**config.mk**
```make
export PLATFORM = sky130hd
export DESIGN_NAME = rtc_regbank
export DESIGN_NICKNAME = d
export VERILOG_FILES = /design/src/rtl/rtc_regbank.sv
export SDC_FILE = /design/constraint.sdc
export NUM_CORES = 1
export LEC_CHECK = 0
export ABC_CLOCK_PERIOD_IN_PS = 10500
export BUFFER_PORTS_ARGS = -buffer_cell sky130_fd_sc_hd__buf_2
export CAP_MARGIN = 20
export CORE_ASPECT_RATIO = 1.75
export CORE_MARGIN = 2
export CORE_UTILIZATION = 62
export DETAILED_ROUTE_END_ITERATION = 8
export PLACE_DENSITY = 0.78
export SKIP_CTS_REPAIR_TIMING = 1
export SYNTH_ARGS = -nofsm -noshare
export SYNTH_HDL_FRONTEND = slang
export SYNTH_SLANG_ARGS = --single-unit
```
**constraint.sdc**
```tcl
create_clock -name clk -period 10.5 [get_ports clk]
set_clock_uncertainty 0.2 [all_clocks]
set_input_delay 0.525 -clock clk [delete_from_list [all_inputs] [get_ports clk]]
set_output_delay 0.525 -clock clk [all_outputs]
set_load 0.01 [all_outputs]
```
**src/rtl/rtc_regbank.sv**
```systemverilog
module rtc_regbank #(
  parameter int unsigned DIV = 32768
) (
  input  logic       clk,
  input  logic       rst_n,
  input  logic       tick,
  input  logic       ptr_load,
  input  logic [5:0] ptr_val,
  input  logic       wr_en,
  input  logic [7:0] wr_data,
  input  logic       rd_en,
  output logic [7:0] rd_data,
  output logic       out_level,
  output logic       sqw_en,
  output logic [1:0] sqw_rate
);
  localparam int CW = (DIV > 1) ? $clog2(DIV) : 1;
  localparam logic [CW-1:0] PRE_TOP = CW'(DIV - 1);

  logic [CW-1:0] pre_cnt;
  logic          pend;
  logic [5:0]    ptr;
  logic [7:0]    sec_q, min_q, hr_q, dow_q, date_q, mon_q, yr_q, ctl_q;
  logic [7:0]    ram [8:63];

  function automatic logic [7:0] bcd_inc(input logic [7:0] v);
    return (v[3:0] >= 4'd9) ? {v[7:4] + 4'd1, 4'd0} : v + 8'd1;
  endfunction

  logic wr_act, sec_wr, step;
  assign wr_act = wr_en && !ptr_load;
  assign sec_wr = wr_act && (ptr == 6'd0);
  assign step   = pend && !wr_act;

  logic [6:0] yr_bin;
  logic       leap;
  logic [7:0] last_day;
  assign yr_bin = {3'b0, yr_q[7:4]} * 7'd10 + {3'b0, yr_q[3:0]};
  assign leap   = (yr_bin[1:0] == 2'b00);

  always_comb begin
    case (mon_q)
      8'h02:                      last_day = leap ? 8'h29 : 8'h28;
      8'h04, 8'h06, 8'h09, 8'h11: last_day = 8'h30;
      default:                    last_day = 8'h31;
    endcase
  end

  logic       c_min, c_hr, c_day, c_mon, c_yr;
  logic [7:0] sec_n, min_n, hr_n, dow_n, date_n, mon_n, yr_n, h5_inc;

  assign c_min  = sec_q[6:0] >= 7'h59;
  assign sec_n  = c_min ? 8'h00 : bcd_inc(sec_q);
  assign c_hr   = c_min && (min_q[6:0] >= 7'h59);
  assign min_n  = (min_q[6:0] >= 7'h59) ? 8'h00 : bcd_inc(min_q);
  assign h5_inc = bcd_inc({3'b0, hr_q[4:0]});

  always_comb begin
    if (!hr_q[6]) begin
      c_day = c_hr && (hr_q[5:0] >= 6'h23);
      hr_n  = (hr_q[5:0] >= 6'h23) ? 8'h00 : bcd_inc(hr_q);
    end else if (hr_q[4:0] == 5'h11) begin
      c_day = c_hr && hr_q[5];
      hr_n  = {2'b01, ~hr_q[5], 5'h12};
    end else if (hr_q[4:0] >= 5'h12) begin
      c_day = 1'b0;
      hr_n  = {2'b01, hr_q[5], 5'h01};
    end else begin
      c_day = 1'b0;
      hr_n  = {2'b01, hr_q[5], h5_inc[4:0]};
    end
  end

  assign dow_n  = (dow_q[2:0] >= 3'd7) ? 8'h01 : dow_q + 8'd1;
  assign c_mon  = c_day && (date_q >= last_day);
  assign date_n = (date_q >= last_day) ? 8'h01 : bcd_inc(date_q);
  assign c_yr   = c_mon && (mon_q >= 8'h12);
  assign mon_n  = (mon_q >= 8'h12) ? 8'h01 : bcd_inc(mon_q);
  assign yr_n   = (yr_q >= 8'h99) ? 8'h00 : bcd_inc(yr_q);

  always_ff @(posedge clk) begin
    if (!rst_n) begin
      pre_cnt <= '0;
      pend    <= 1'b0;
      ptr     <= 6'd0;
      sec_q   <= 8'h80;
      min_q   <= 8'h00;
      hr_q    <= 8'h00;
      dow_q   <= 8'h01;
      date_q  <= 8'h01;
      mon_q   <= 8'h01;
      yr_q    <= 8'h00;
      ctl_q   <= 8'h00;
      for (int i = 8; i < 64; i++) ram[i] <= 8'h00;
    end else begin
      if (sec_wr) begin
        pre_cnt <= '0;
        pend    <= 1'b0;
      end else begin
        if (step) pend <= 1'b0;
        if (tick && !sec_q[7]) begin
          if (pre_cnt == PRE_TOP) begin
            pre_cnt <= '0;
            pend    <= 1'b1;
          end else begin
            pre_cnt <= pre_cnt + 1'b1;
          end
        end
      end

      if (step) begin
        sec_q <= sec_n;
        if (c_min) min_q <= min_n;
        if (c_hr)  hr_q  <= hr_n;
        if (c_day) begin
          dow_q  <= dow_n;
          date_q <= date_n;
        end
        if (c_mon) mon_q <= mon_n;
        if (c_yr)  yr_q  <= yr_n;
      end

      if (wr_act) begin
        case (ptr)
          6'd0:    sec_q  <= wr_data;
          6'd1:    min_q  <= wr_data & 8'h7F;
          6'd2:    hr_q   <= wr_data & 8'h7F;
          6'd3:    dow_q  <= wr_data & 8'h07;
          6'd4:    date_q <= wr_data & 8'h3F;
          6'd5:    mon_q  <= wr_data & 8'h1F;
          6'd6:    yr_q   <= wr_data;
          6'd7:    ctl_q  <= wr_data & 8'h93;
          default: ram[ptr] <= wr_data;
        endcase
      end

      if (ptr_load)              ptr <= ptr_val;
      else if (wr_en || rd_en)   ptr <= ptr + 6'd1;
    end
  end

  always_comb begin
    case (ptr)
      6'd0:    rd_data = sec_q;
      6'd1:    rd_data = min_q;
      6'd2:    rd_data = hr_q;
      6'd3:    rd_data = dow_q;
      6'd4:    rd_data = date_q;
      6'd5:    rd_data = mon_q;
      6'd6:    rd_data = yr_q;
      6'd7:    rd_data = ctl_q;
      default: rd_data = ram[ptr];
    endcase
  end

  assign out_level = ctl_q[7];
  assign sqw_en    = ctl_q[4];
  assign sqw_rate  = ctl_q[1:0];
endmodule

```
## Word level (Yosys, flattened, before mapping)

Memory sizes are Yosys's and may differ from the RTL's. A register that Yosys moved wholly into a read port is not among the register bits.
Cells that the tools add are included.

| storage, ports and cells | value |
|---|---|
| memories | 1 |
| word-level logic and storage cells | 147 |
| input port bits | 20 |
| bits in registers | 82 |
| bits in writable memories | 448 |
| output and inout port bits | 12 |

| cells by class | value |
|---|---|
| $add $sub $neg | 18 |
| mux-type cells | 65 |
| reductions and logical operators | 21 |
| bitwise operators | 2 |
| $mul | 1 |
| equality and inequality tests | 14 |
| magnitude comparators | 14 |

Memory list:

| name | words | width | read ports | clocked after Yosys merged registers in | write ports | RTL line | RTL |
|---|---|---|---|---|---|---|---|
| ram | 56 | 8 | 1 | 1 | 56 | 24 | `logic [7:0] ram [8:63];` |

Operators by type and width:

| kind | count |
|---|---|
| two-way mux 8 bit | 42 |
| case mux 8 bit (8 select lines) | 1 |
| adder 8 x 1 -> 8 bit, second input constant | 7 |
| two-way mux 6 bit | 6 |
| adder 4 x 1 -> 4 bit, second input constant | 6 |
| == test 6 x 3 -> 1 bit, second input constant | 4 |
| greater-or-equal comparator 4 bit, second input constant | 6 |
| == test 8 x 3 -> 1 bit, second input constant | 2 |
| OR reduction 8 bit | 2 |
| adder 15 x 1 -> 15 bit, second input constant | 1 |
| == test 15 bit, second input constant | 1 |
| two-way mux 15 bit | 1 |
| greater-or-equal comparator 7 bit, second input constant | 2 |
| == test 6 x 2 -> 1 bit, second input constant | 2 |
| two-way mux 1 bit | 12 |
| two-way mux 5 bit | 2 |
| case mux 5 bit (2 select lines) | 1 |
| logical AND 1 bit | 9 |
| == test 8 x 2 -> 1 bit, second input constant | 1 |
| == test 8 x 4 -> 1 bit, second input constant | 1 |
| == test 8 x 5 -> 1 bit, second input constant | 1 |
| greater-or-equal comparator 8 x 5 -> 1 bit, second input constant | 1 |
| greater-or-equal comparator 8 bit | 1 |
| greater-or-equal comparator 8 bit, second input constant | 1 |
| other kinds (19) | 22 |

## Longest topological paths before layout

| logic depth | value |
|---|---|
| depth after elaboration | 12 |
| gate-level depth with buffers | 14 |
| mapped depth without buffers | 14 |

## Worst setup path after synthesis

OpenSTA, ideal clock, no wires.

| timing | value |
|---|---|
| kind | reg2reg |
| from | reg ptr[0] |
| to | mem ram[17][0] (enable) |
| required time | 9916 ps |
| cell stages (with the launch flop) | 10 |
| arrival time | 2741 ps |
| period minus slack after synthesis | 3325 ps |
| slack | 7175 ps |
| path buffers | 2 |
| cells stage by stage | dfxtp_1 -> inv_1 -> ha_1 -> clkbuf_1 -> nor4_1 -> o211a_1 -> nor2b_1 -> nand3_1 -> clkbuf_1 -> o21ai_0 |

RTL lines:

| element | RTL line | RTL |
|---|---|---|
| from (decl) | 22 | `logic [5:0] ptr;` |
| from (signal assigned) | 137 | `if (ptr_load) ptr <= ptr_val;` |
| from (signal assigned) | 138 | `else if (wr_en \|\| rd_en) ptr <= ptr + 6'd1;` |
| to (decl) | 24 |  |

==> results by group <==
Status
  – Status: finished, violations left
  – Failing checks: design-rule violations

Critical path
  – Setup crit start kind: register
  – CP endpoint kind: output port
  – Worst EP required: 9780 ps
  – Critical path arrival: 4400 ps
  – Crit-path max FO: 50
  – Worst setup path class: reg -> out

Yosys
  – Post-synth ARST share: 0
  – Adder-cell share of the synthesized area: 0.0186
  – Cells after Synth: 2225
  – Synth Flop Type: edfxtp_1
  – Sequential fraction of the synthesis area: 0.593
  – Mux cell area share after synthesis: 0.119
  – YS warnings: 0
  – Syn avg cell area: ~13 um2
  – Post-Synth Simple-Gate Area: 0.168
  – Synthesized area: 28900 um2
  – Compound-gate portion of the synthesized area: 0.0676
  – Largest family of logic cells by synthesized area: simple AND/OR/NAND/NOR gates
  – Synth unique cells: 71
  – Flip-flop and latch count after synthesis: 600
  – Syn nets: 2288
  – Post-synth EDFFs: about 510
  – Synth Area in XOR/XNOR: 0.00878

Timing
  – Highest Clock Rate: about 200 MHz
  – Pins Over Slew Limit: 0
  – Final Cycle Share: 0.488
  – Worst slew pin tran: approximately 1100 ps
  – Final number of hold-violating endpoints: 0
  – Period minus WS final: just over 5000 ps
  – Setup TNS: 0 ps
  – RSZ-0062 raised after global routing: no
  – Fin worst setup slack: 5370 ps
  – Final-report setup violation count: 0
  – Slew headroom: 0.254

GRT
  – Initial antenna violation count: 1
  – Gr usage total: 0.327
  – Largest net degree at the start of global routing: 79
  – Vias in the first global route: 18600
  – Gr ovfl total: 0
  – First-pass GRT wire length: 116000 um

Die
  – Initial core utilization: 0.628
  – Die area: 48500 um2
  – # IOs: 32
  – Core box area: ~46000 um2
  – Die Y: 290 um
  – FP Rows: between 100 and 150
  – Die X: between 150 and 200 um

Place
  – Dpl cell area: 29300 um2
  – Setup WS pre-CTS: 5830 ps
  – Post-detail-place hpwl: 51200 um
  – I/O Buffers: 31
  – RePlAce Congestion: 1.02

Hold path
  – Min-delay worst type: in -> reg

CTS
  – Reg clk slew, reported paths: 70 ps
  – TritonCTS clock tree: yes
  – Clock latency on the worst-skew pair: about 580 ps
  – Num CTS Buffers: 50
  – H-tree lvl count: 2
  – Clk sinks: 600
  – CTS max path bufs: 3
  – Root Buffer: clkbuf_16

Route
  – DRC: 1
  – Pre-Repair DR Iteration Count: 9
  – Detailed Route WL: 78700 um
  – First DRT Iteration DRCs: roughly 2000
  – Post-DR vias/cell: 6.79
  – Final ANT Viol Nets: 0
  – Vias post-DR: 19100
  – Average wire per standard cell: 27.9 um

Finish
  – Nets: 2256
  – Diode count: 0
  – Area grow syn2layout: 7.36%
  – Final instance area: between 30000 and 40000 um2
  – Utilization after layout: 0.674
  – Share of cells above drive strength 1: 0.129

Power
  – Peak supply drop: 0.000125 V
  – Leakage power: 0.0108 uW
  – PwrDens: 159 nW/um2

Flow run
  – MaxCap Viol Count: 0
-- layer usage --
metal | GRT usage | vias up | wire, um | part of all wire
li1 | - | 8167 | - | -
met1 | 0.361 | 9420 | 24700 | 0.31
met4 | 0.210 | 2 | 6290 | 0.080
met2 | 0.597 | 1196 | 41300 | 0.53
met5 | 0 | - | 13 | 0.00017
met3 | 0.0424 | 332 | 6380 | 0.081
-- stage by stage --
stage	total power (uW)	hold WS (ps)	std cells
after global routing	5040	171	2816
after CTS	4930	126	2787
after detailed placement	3130	257	2695
final	4930	150	2816
after floorplan	2980	226	2225
after global placement	3120	243	2695
-- synthesized netlist by cell type, types with 4 or more instances --
cell type	number	share of area
a41oi_1	4	0.0012
xor2_1	14	0.0042
buf_1	12	0.0016
a211oi_1	15	0.0039
a221oi_1	6	0.0018
o22ai_1	6	0.0013
nor2b_1	14	0.0030
nor3b_1	7	0.0018
buf_2	27	0.0047
o21ai_0	112	0.019
and2_1	472	0.10
nand2b_1	5	0.0011
xnor2_1	15	0.0045
nand4b_1	8	0.0024
nor4_1	8	0.0017
a22oi_1	29	0.0075
a222oi_1	6	0.0021
a21boi_0	4	0.0010
nand2_1	94	0.012
inv_1	28	0.0036
and3_1	11	0.0024
o31ai_1	5	0.0013
nand4_1	21	0.0045
edfxtp_1	512	0.53
o31a_1	4	0.0012
or3_1	7	0.0015
nor2_1	128	0.017
o211ai_1	12	0.0031
mux2i_1	70	0.024
nor3_1	15	0.0026
nand3b_1	5	0.0013
nand3_1	61	0.011
a31oi_1	27	0.0058
dfxtp_1	88	0.061
clkbuf_1	120	0.016
mux4_2	118	0.092
ha_1	43	0.019
mux2_2	7	0.0027
a21oi_1	34	0.0059
-- cell type report --
type | count | area (um2)
timing repair buffer | 76 | 448
fill | 3265 | 15000
multi-input combinational | 1437 | 11000
clock inverter | 28 | 240
sequential | 600 | 17100
tap | 583 | 729
inverter | 28 | 105
clock buffer | 64 | 1350
-- logic make-up (layout without fill, tap and decap cells) --
family,after synthesis,after routing
flops,600,600
compound gates,301,301
mux,195,195
buf+inv,188,196
xor+xnor,29,29
fa+ha+maj,43,43
simple gates,869,869
-- registers in the layout (all words and copies together) (netlist names), named ones only --
register  flops
ctl_q         4
date_q        8
dow_q         8
hr_q          8
min_q         8
mon_q         8
pend          1
pre_cnt      15
ptr           6
ram         512
sec_q         8
yr_q          8
-- worst max-delay path, cell delays in order, from the launching register on --
cell       delay (ps)
dfxtp_4           870
buf_4             740
mux4_2            360
mux2i_1            70
o2111ai_1         630
o21ai_0           210
nor4_1            650
buf_2             250
-- placed cells by master, fill, tap and decap left out, drive strengths merged, types with 11 or more instances in the layout --
master and instances:
a211oi 16, a21oi 34, a22oi 29, a31oi 27, and2 472, and3 11
buf 67, clkbuf 73, clkinv 19, dfxtp 88, edfxtp 512, ha 43
inv 30, mux2i 70, mux4 118, nand2 95, nand3 61, nand4 21
nor2 128, nor2b 14, nor3 16, o211ai 12, o21ai 112, xnor2 15
xor2 14
-- worst paths after layout --
kind | startpoint | to | slack [ps] | depth (start not counted)
setup reg to reg | ptr[0]$_SDFFE_PN0N_ | ram[11][1]$_SDFFCE_PN0P_ | 5730 | 7
hold reg to reg | pre_cnt[14]$_SDFFE_PP0P_ | pre_cnt[14]$_SDFFE_PP0P_ | 270 | 2
hold / removal | ptr_val[4] | ptr[4]$_SDFFE_PN0N_ | 150 | 4
setup / recovery | register | rd_data[1] | 5370 | 7
-- power by group --
group | total, uW | switching, uW | internal [uW]
sequential | 2700 | 53.0 | 2650
clock | 1840 | 835 | 1000
combinational | 395 | 255 | 140
total | 4930 | 1140 | 3790
Power figures use the tool's default switching activity.
